[config.mk]
export PLATFORM = sky130hd
export DESIGN_NAME = half_bank_mapper
export DESIGN_NICKNAME = d
export VERILOG_FILES = /design/src/rtl/hbm_pkg.sv /design/src/rtl/hbm_bank_reg.sv /design/src/rtl/hbm_xlate.sv /design/src/rtl/hbm_strobes.sv /design/src/rtl/half_bank_mapper.sv
export SDC_FILE = /design/constraint.sdc
export NUM_CORES = 1
export LEC_CHECK = 0
export BUFFER_PORTS_ARGS = -buffer_cell sky130_fd_sc_hd__buf_2
export CAP_MARGIN = 20
export CELL_PAD_IN_SITES_DETAIL_PLACEMENT = 0
export CELL_PAD_IN_SITES_GLOBAL_PLACEMENT = 1
export CORE_UTILIZATION = 21
export CTS_BUF_LIST = sky130_fd_sc_hd__clkbuf_4 sky130_fd_sc_hd__clkbuf_8
export CTS_CLUSTER_SIZE = 12
export DETAILED_ROUTE_END_ITERATION = 6
export GPL_ROUTABILITY_DRIVEN = 0
export GPL_TIMING_DRIVEN = 0
export PLACE_DENSITY = 0.92
export SLEW_MARGIN = 20
export SYNTH_ARGS = -nofsm -noshare
export SYNTH_HDL_FRONTEND = slang
export SYNTH_SLANG_ARGS = --single-unit
[constraint.sdc]
create_clock -name clk -period 4.39 [get_ports clk]
set_input_delay 0.2195 -clock clk [delete_from_list [all_inputs] [get_ports clk]]
set_output_delay 0.2195 -clock clk [all_outputs]
set_load 0.05 [all_outputs]
[src/rtl/hbm_pkg.sv]
package hbm_pkg;

  // Device steered by the decoded address.
  typedef enum logic {
    DEV_ROM = 1'b0,
    DEV_RAM = 1'b1
  } dev_e;

  // Kind of memory cycle the CPU strobes describe.
  typedef enum logic [1:0] {
    ACC_IDLE  = 2'd0,
    ACC_READ  = 2'd1,
    ACC_WRITE = 2'd2
  } acc_e;

  // Classify a memory cycle; contradictory strobes count as idle.
  function automatic acc_e classify(input logic mreq, input logic rd, input logic wr);
    if (!mreq || (rd == wr)) return ACC_IDLE;
    return rd ? ACC_READ : ACC_WRITE;
  endfunction

endpackage

[src/rtl/hbm_bank_reg.sv]
module hbm_bank_reg #(
  parameter int unsigned IO_W      = 8,
  parameter int unsigned DATA_W    = 8,
  parameter int unsigned PAGE_W    = 4,
  parameter logic [7:0]  BANK_PORT = 8'h3C
) (
  input  logic              clk,
  input  logic              rst_n,
  input  logic [IO_W-1:0]   io_port,
  input  logic [DATA_W-1:0] io_data,
  input  logic              io_wr,
  output logic [PAGE_W-1:0] bank_win,
  output logic              bank_ram,
  output logic              wr_hit
);

  localparam int unsigned RAM_BIT = PAGE_W;

  logic io_wr_q;
  logic strobe_rise;
  logic port_match;
  logic unused_hi_bits;

  assign unused_hi_bits = ^io_data[DATA_W-1:RAM_BIT+1];

  assign strobe_rise = io_wr & ~io_wr_q;
  assign port_match  = (io_port == BANK_PORT[IO_W-1:0]);
  assign wr_hit      = strobe_rise & port_match;

  always_ff @(posedge clk or negedge rst_n) begin
    if (!rst_n) begin
      io_wr_q  <= 1'b0;
      bank_win <= '0;
      bank_ram <= 1'b0;
    end else begin
      io_wr_q <= io_wr;
      if (wr_hit) begin
        bank_win <= io_data[PAGE_W-1:0];
        bank_ram <= io_data[RAM_BIT];
      end
    end
  end

  // one accepted strobe edge loads the window and device bits.
  p_load_on_edge_r5: assert property (@(posedge clk) disable iff (!rst_n)
    wr_hit |=> (bank_win == $past(io_data[PAGE_W-1:0])) && (bank_ram == $past(io_data[RAM_BIT])));

  // without an accepted edge the register keeps its value.
  p_hold_otherwise_r6: assert property (@(posedge clk) disable iff (!rst_n)
    !wr_hit |=> $stable(bank_win) && $stable(bank_ram));

  // a strobe that was already high cannot load again.
  p_no_reload_while_held_r6: assert property (@(posedge clk) disable iff (!rst_n)
    (io_wr && $past(io_wr)) |-> !wr_hit);

endmodule

[src/rtl/hbm_xlate.sv]
module hbm_xlate
  import hbm_pkg::*;
#(
  parameter int unsigned ADDR_W      = 16,
  parameter int unsigned PAGE_W      = 4,
  parameter int unsigned COMMON_PAGE = 0
) (
  input  logic [ADDR_W-1:0]        cpu_addr,
  input  logic [PAGE_W-1:0]        bank_win,
  input  logic                     bank_ram,
  output logic [PAGE_W+ADDR_W-2:0] phys_addr,
  output dev_e                     dev
);

  localparam int unsigned OFS_W = ADDR_W - 1;
  localparam logic [PAGE_W-1:0] COMMON_WIN = PAGE_W'(COMMON_PAGE);

  logic upper_half;

  // Window number placed on the physical lines above the offset.
  function automatic logic [PAGE_W-1:0] pick_window(input logic upper,
                                                    input logic [PAGE_W-1:0] win);
    return upper ? COMMON_WIN : win;
  endfunction

  // Device for the access: the upper half is always shared RAM.
  function automatic dev_e pick_device(input logic upper, input logic ram_bit);
    return (upper || ram_bit) ? DEV_RAM : DEV_ROM;
  endfunction

  assign upper_half = cpu_addr[ADDR_W-1];
  assign phys_addr  = {pick_window(upper_half, bank_win), cpu_addr[OFS_W-1:0]};
  assign dev        = pick_device(upper_half, bank_ram);

endmodule

[src/rtl/hbm_strobes.sv]
module hbm_strobes
  import hbm_pkg::*;
(
  input  logic cpu_mreq,
  input  logic cpu_rd,
  input  logic cpu_wr,
  input  dev_e dev,
  output logic rom_sel,
  output logic ram_sel,
  output logic mem_oe,
  output logic mem_we,
  output logic cycle_live
);

  acc_e kind;

  assign kind       = classify(cpu_mreq, cpu_rd, cpu_wr);
  assign cycle_live = (kind != ACC_IDLE);
  assign mem_oe     = (kind == ACC_READ);
  assign mem_we     = (kind == ACC_WRITE);
  assign rom_sel    = cycle_live && (dev == DEV_ROM);
  assign ram_sel    = cycle_live && (dev == DEV_RAM);

  // the two chip selects exclude each other.
  always_comb begin
    if (rom_sel && ram_sel) begin
      p_sel_exclusive_r8: assert (1'b0) else $error("both chip selects active");
    end
  end

endmodule

[src/rtl/half_bank_mapper.sv]
module half_bank_mapper
  import hbm_pkg::*;
#(
  parameter int unsigned ADDR_W      = 16,
  parameter int unsigned IO_W        = 8,
  parameter int unsigned DATA_W      = 8,
  parameter int unsigned PAGE_W      = 4,
  parameter int unsigned COMMON_PAGE = 0,
  parameter logic [7:0]  BANK_PORT   = 8'h3C
) (
  input  logic                     clk,
  input  logic                     rst_n,
  input  logic [ADDR_W-1:0]        cpu_addr,
  input  logic                     cpu_mreq,
  input  logic                     cpu_rd,
  input  logic                     cpu_wr,
  input  logic [IO_W-1:0]          io_port,
  input  logic [DATA_W-1:0]        io_data,
  input  logic                     io_wr,
  output logic [PAGE_W+ADDR_W-2:0] phys_addr,
  output logic                     rom_sel,
  output logic                     ram_sel,
  output logic                     mem_oe,
  output logic                     mem_we
);

  localparam int unsigned OFS_W  = ADDR_W - 1;
  localparam int unsigned PHYS_W = PAGE_W + OFS_W;

  logic [PAGE_W-1:0] bank_win;
  logic              bank_ram;
  logic              wr_hit;
  logic              cycle_live;
  dev_e              dev;

  hbm_bank_reg #(
    .IO_W(IO_W), .DATA_W(DATA_W), .PAGE_W(PAGE_W), .BANK_PORT(BANK_PORT)
  ) u_bank (
    .clk(clk), .rst_n(rst_n), .io_port(io_port), .io_data(io_data), .io_wr(io_wr),
    .bank_win(bank_win), .bank_ram(bank_ram), .wr_hit(wr_hit)
  );

  hbm_xlate #(
    .ADDR_W(ADDR_W), .PAGE_W(PAGE_W), .COMMON_PAGE(COMMON_PAGE)
  ) u_xlate (
    .cpu_addr(cpu_addr), .bank_win(bank_win), .bank_ram(bank_ram),
    .phys_addr(phys_addr), .dev(dev)
  );

  hbm_strobes u_strobes (
    .cpu_mreq(cpu_mreq), .cpu_rd(cpu_rd), .cpu_wr(cpu_wr), .dev(dev),
    .rom_sel(rom_sel), .ram_sel(ram_sel), .mem_oe(mem_oe), .mem_we(mem_we),
    .cycle_live(cycle_live)
  );

  // the upper half lands in the shared RAM window.
  p_upper_common_r2: assert property (@(posedge clk) disable iff (!rst_n)
    (cycle_live && cpu_addr[ADDR_W-1]) |->
      (ram_sel && !rom_sel && (phys_addr[PHYS_W-1:OFS_W] == PAGE_W'(COMMON_PAGE))));

  // the offset inside a window passes straight through.
  p_offset_through_r3: assert property (@(posedge clk) disable iff (!rst_n)
    phys_addr[OFS_W-1:0] == cpu_addr[OFS_W-1:0]);

  // no select without a live memory cycle.
  p_idle_quiet_r8: assert property (@(posedge clk) disable iff (!rst_n)
    !(cpu_mreq && (cpu_rd ^ cpu_wr)) |-> (!rom_sel && !ram_sel && !mem_oe && !mem_we));

  // a write cycle drives the write enable and never the output enable.
  p_write_enable_r9: assert property (@(posedge clk) disable iff (!rst_n)
    (cpu_mreq && cpu_wr && !cpu_rd) |-> (mem_we && !mem_oe));

endmodule

# After elaboration in Yosys (flattened, before gate mapping)
# Index checks and enable logic that the tools add are counted.
# word_totals
output_inout_bits,23
register_bits,6
inputBits,38
elab_cells,23
# classes
n_eq_ne,4
mux,6
bitwise_logic,4
n_reduce_logical,6
# op_table
operator,n
$eq 8x6->1 const B,1
$mux 2,3
$mux 4,1
$and 1x1->1,2
$eq 2x1->1 const B,1
$eq 2x2->1 const B,1
$logic_and 1x1->1,2
$logic_or 1x1->1,2
$mux 1,2
$not 1->1,2
$reduce_bool 2->1,1
$eq 1x1->1,1
$logic_not 1->1,1

# Logic depth before layout (Yosys ltp)
# logic_depth
ltp_word,6
ltp_mapped,4
depth_no_buf,3

# Cells and area by module
# A second synthesis with hierarchy kept.
# unflattened
hier_cells,41
hier_area_um2,450.4
# by_module_without_submodules
module,seq_area_each_um2,instances,area_per_inst_um2,cells_per_inst
hbm_bank_reg,150.1,1,245.2,15
hbm_xlate,0.0,1,153.9,20
hbm_strobes,0.0,1,51.3,6

# Worst setup path after synthesis
# Ideal clock, no wire load.
# synth_timing
path_kind,in2out
startpoint,in cpu_rd
endpoint,out rom_sel
path_buffers,0
stages,3
required_ns,4.171
arrival_time_ns,1.470
slack_ns,2.700
cell_sequence,xor2_1 -> nand2_1 -> nor3_1
# synth_between
elab_chain_cells,6
elab_cells_between_ends,7
cone_classes,eq/ne: 1; mux: 3; reduce/logical: 3
# synth_lines
item,line,rtl
from (decl),half_bank_mapper.sv:15,"input logic cpu_rd,"
$eq 1x1->1,hbm_pkg.sv:18,if (!mreq || (rd == wr)) return ACC_IDLE;
$logic_or 1x1->1,hbm_pkg.sv:18,
$mux 1,hbm_pkg.sv:18,
$mux 2 (*),hbm_pkg.sv:19,return rd ? ACC_READ : ACC_WRITE;
$reduce_bool 2->1 (*),hbm_strobes.sv:18,assign cycle_live = (kind != ACC_IDLE);
$logic_and 1x1->1 (*),hbm_strobes.sv:21,assign rom_sel = cycle_live && (dev == DEV_ROM);
to (decl),half_bank_mapper.sv:21,"output logic rom_sel,"
# Every way passes the cells marked *; elsewhere a longest branch is shown, timed or not.

# Final worst setup path
# layout_timing
startpoint,reg u_bank.io_wr_q
endpoint,reg u_bank.bank_win[3]
# layout_between
elab_chain_cells,3
# layout_lines
item,line,rtl
from (decl),hbm_bank_reg.sv:19,logic io_wr_q;
from (signal assigned),hbm_bank_reg.sv:36,io_wr_q <= io_wr;
$not 1->1,hbm_bank_reg.sv:26,assign strobe_rise = io_wr & ~io_wr_q;
$and 1x1->1,hbm_bank_reg.sv:26,
$and 1x1->1,hbm_bank_reg.sv:28,assign wr_hit = strobe_rise & port_match;
to (signal assigned),hbm_bank_reg.sv:38,bank_win <= io_data[PAGE_W-1:0];
to (decl),hbm_bank_reg.sv:12,"output logic [PAGE_W-1:0] bank_win,"
# No other way between the ends.
# A chain may end at the register's enable or synchronous reset.

==> summary.md <==
| Metric | Value |
|---|---|
| Status | `complete, no violations` |
| Layout area overhead | `62.43%` |
| Clock Latency Late Sink | `250 ps` |
| Worst EP required | `4510 ps` |
| Crit start category | `register` |
| Syn Area/Cell | `10.55 um^2` |
| Top_reg_cell synth | `dfrtp_1` |
| Utilization after layout | `36.30%` |
| WHS | `92.29 ps` |
| Max_slew headroom | `83.26%` |
| Post-Syn Area | `442.9 um^2` |
| Placed cells | `111` |
| # port buffers | `42` |
| Overflow after GRT | `0` |
| Clk pin slew, worst setup/hold paths | `50 ps` |
| Nets | `128` |
| TritonCTS clock tree | `done` |
| Global-route wire length before repair | `1283 um` |
| Overall Global Routing Usage | `8.739%` |
| Post-synth top area share | `33.90%` |
| Final Non-Filler Cells | `115` |
| Number of fillers in the final layout | `200` |
| Die area | `2297 um^2` |
| TritonRoute pass-1 iters | `4` |
| Routed via count | `442` |
| Pwr dens | `247.3 nW/um^2` |
| # rows | `16` |
| Flops & latches, synth | `6` |
| Syn_nets | `80` |
| Leak | `0.4370 nW` |
| Crit-path cells | `nand4b_1 > or4_1 > buf_6 > mux2_4` |
| Crit path time final | `1582 ps` |
| ANT nets after route | `0` |
| Setup TNS | `0 ps` |
| Vias in the first global route | `336` |
| Area contributors post-synth | `dfrtp_1 (34%), buf_4 (25%), mux2_4 (17%), nor2b_1 (5.6%), buf_6 (2.5%)` |
| Period utilisation layout | `36.04%` |
| DRT iter0 DRCs | `2` |
| Largest area contributor in the netlist | `dfrtp_1` |
| Post-synth cell types | `13` |
| I/O pin total | `61` |
| H-Tree Level Count | `1` |
| Most numerous cell in the Yosys netlist | `buf_4` |
| Crit. End Element | `register` |
| Maximum clock rate | `632.1 MHz` |
| Slew @ Worst Pin | `252.8 ps` |
| Buffers inserted by post-CTS timing repair | `0` |
| Vias per cell | `3.843` |
| Layout cells sized above 1 | `75.00%` |
| Clk buf depth | `2` |
| Initial antenna violation count | `0` |
| Clk sinks | `6` |
| Synth Warn # | `0` |
| Crit Path Max Fanout | `5` |
| Die Y | `47.93 um` |
| Root Driver | `clkbuf_4` |
| Tot Pwr | `0.0001779 W` |
| Die Wd | `47.93 um` |
| Fin. max-slew vios | `0` |
| Largest net degree at the start of global routing | `7` |
| Cells after synthesis | `42` |
| DRC | `0` |
| Initial Util | `22.35%` |
| Ys async rst share | `100.0%` |
| Max-Cap Viols | `0` |
| Critical Path AT | `1700 ps` |
| Post-CTS resize count | `0` |
| Core area | `1982 um^2` |
| # hold bufs at CTS | `1` |
| Biggest cell delay along the critical path | `490 ps` |
| Post-synthesis sequential area ratio | `33.90%` |
| CTS Buf Count | `3` |
| Post-Route WL | `967 um` |
| Post-synth EDFFs | `0` |
| Hold Crit Class | `in -> reg` |
| Final setup vio count | `0` |
| Skew final | `6.766 ps` |
| Ant diodes | `0` |
| Routed length per instance | `8.409 um` |
| Kind of critical path | `reg -> reg` |
| Most frequent cells after synthesis | `buf_4 (15), dfrtp_1 (6), mux2_4 (5)` |
| Max rail drop VDD | `0.09017 mV` |
| Crit path max-delay cell type | `or4_1` |
| Hold Violations, Final | `0` |
| Setup repair after global routing missed its margin | `no` |
## cell families after synthesis
group	synth area share, %
mux	16.95
flops	33.90
buf+inv	27.97
simple gates	19.21
xor+xnor	1.978
## final timing paths
| path | depth (start not counted) | slack, ps | startpoint | endpoint |
|---|---|---|---|---|
| worst max-delay path | 4 | 2810 | u_bank.io_wr_q | u_bank.bank_win[3] |
| worst min-delay path | 1 | 90 | io_wr | u_bank.io_wr_q |
| worst max register to register | 4 | 2810 | u_bank.io_wr_q | u_bank.bank_win[3] |
| worst min register to register | 1 | 520 | u_bank.bank_win[1] | u_bank.bank_win[1] |
| max in group asynchronous | 2 | 3920 | rst_n | u_bank.bank_win[3] |
| min in group asynchronous | 2 | 320 | rst_n | u_bank.io_wr_q |
## routing by layer
metal	global-route usage, %	vias to the layer above	share of wire [%]
met1	8.447	181	39
met4	6.667	0	2.4
met3	2.264	3	12
met2	15.68	40	46
met5	0	-	0
li1	-	218	-
## worst max-delay path, delay by kind of cell (launching register included)
kind / cells / cell delay [ps]
buf+inv: 1 / 150
flops: 1 / 350
mux: 1 / 290
simple gates: 2 / 660
## metrics by stage
stage               cell area, um^2  worst slack [ps]
finish                        719.4              2808
global route                  719.4              2761
floorplan                     442.9              2700
global placement              686.9              2816
CTS                           719.4              2794
detailed placement            686.9              2813
## layout make-up
cell class | count | area (um^2) | share of cell area [%]
plain buffers | 16 | 123.9 | 17.22
clock buffers | 3 | 22.52 | 3.130
multi-input cells | 20 | 168.9 | 23.48
flip-flops and latches | 6 | 150.1 | 20.87
well taps | 27 | 33.78 | 4.696
repair buffers | 43 | 220.2 | 30.61
## power breakdown
| group | internal (W) | switching, W | total (W) |
|---|---|---|---|
| Clock | 0.0000309 | 0.0000196 | 0.0000505 |
| Sequential | 0.0000572 | 0.00000101 | 0.0000583 |
| Combinational | 0.0000250 | 0.0000442 | 0.0000692 |
| Total | 0.000113 | 0.0000648 | 0.000178 |
## registers in the layout, indices dropped and copies added, names as in the netlist
register and flops:
u_bank.io_wr_q 1, u_bank.bank_win 4, u_bank.bank_ram 1
## layout by cell type (no fill, tap or decap)
master         instances
and3b_1                1
buf_2                 42
buf_4                 15
buf_6                  1
clkbuf_4               3
dfrtp_1                6
dlygate4sd3_1          1
mux2_4                 5
nand2_1                2
nand4b_1               1
nand4bb_1              1
nor2_1                 3
nor2b_1                4
nor3_1                 1
or4_1                  1
xor2_1                 1
Power figures use the tool's default switching activity.
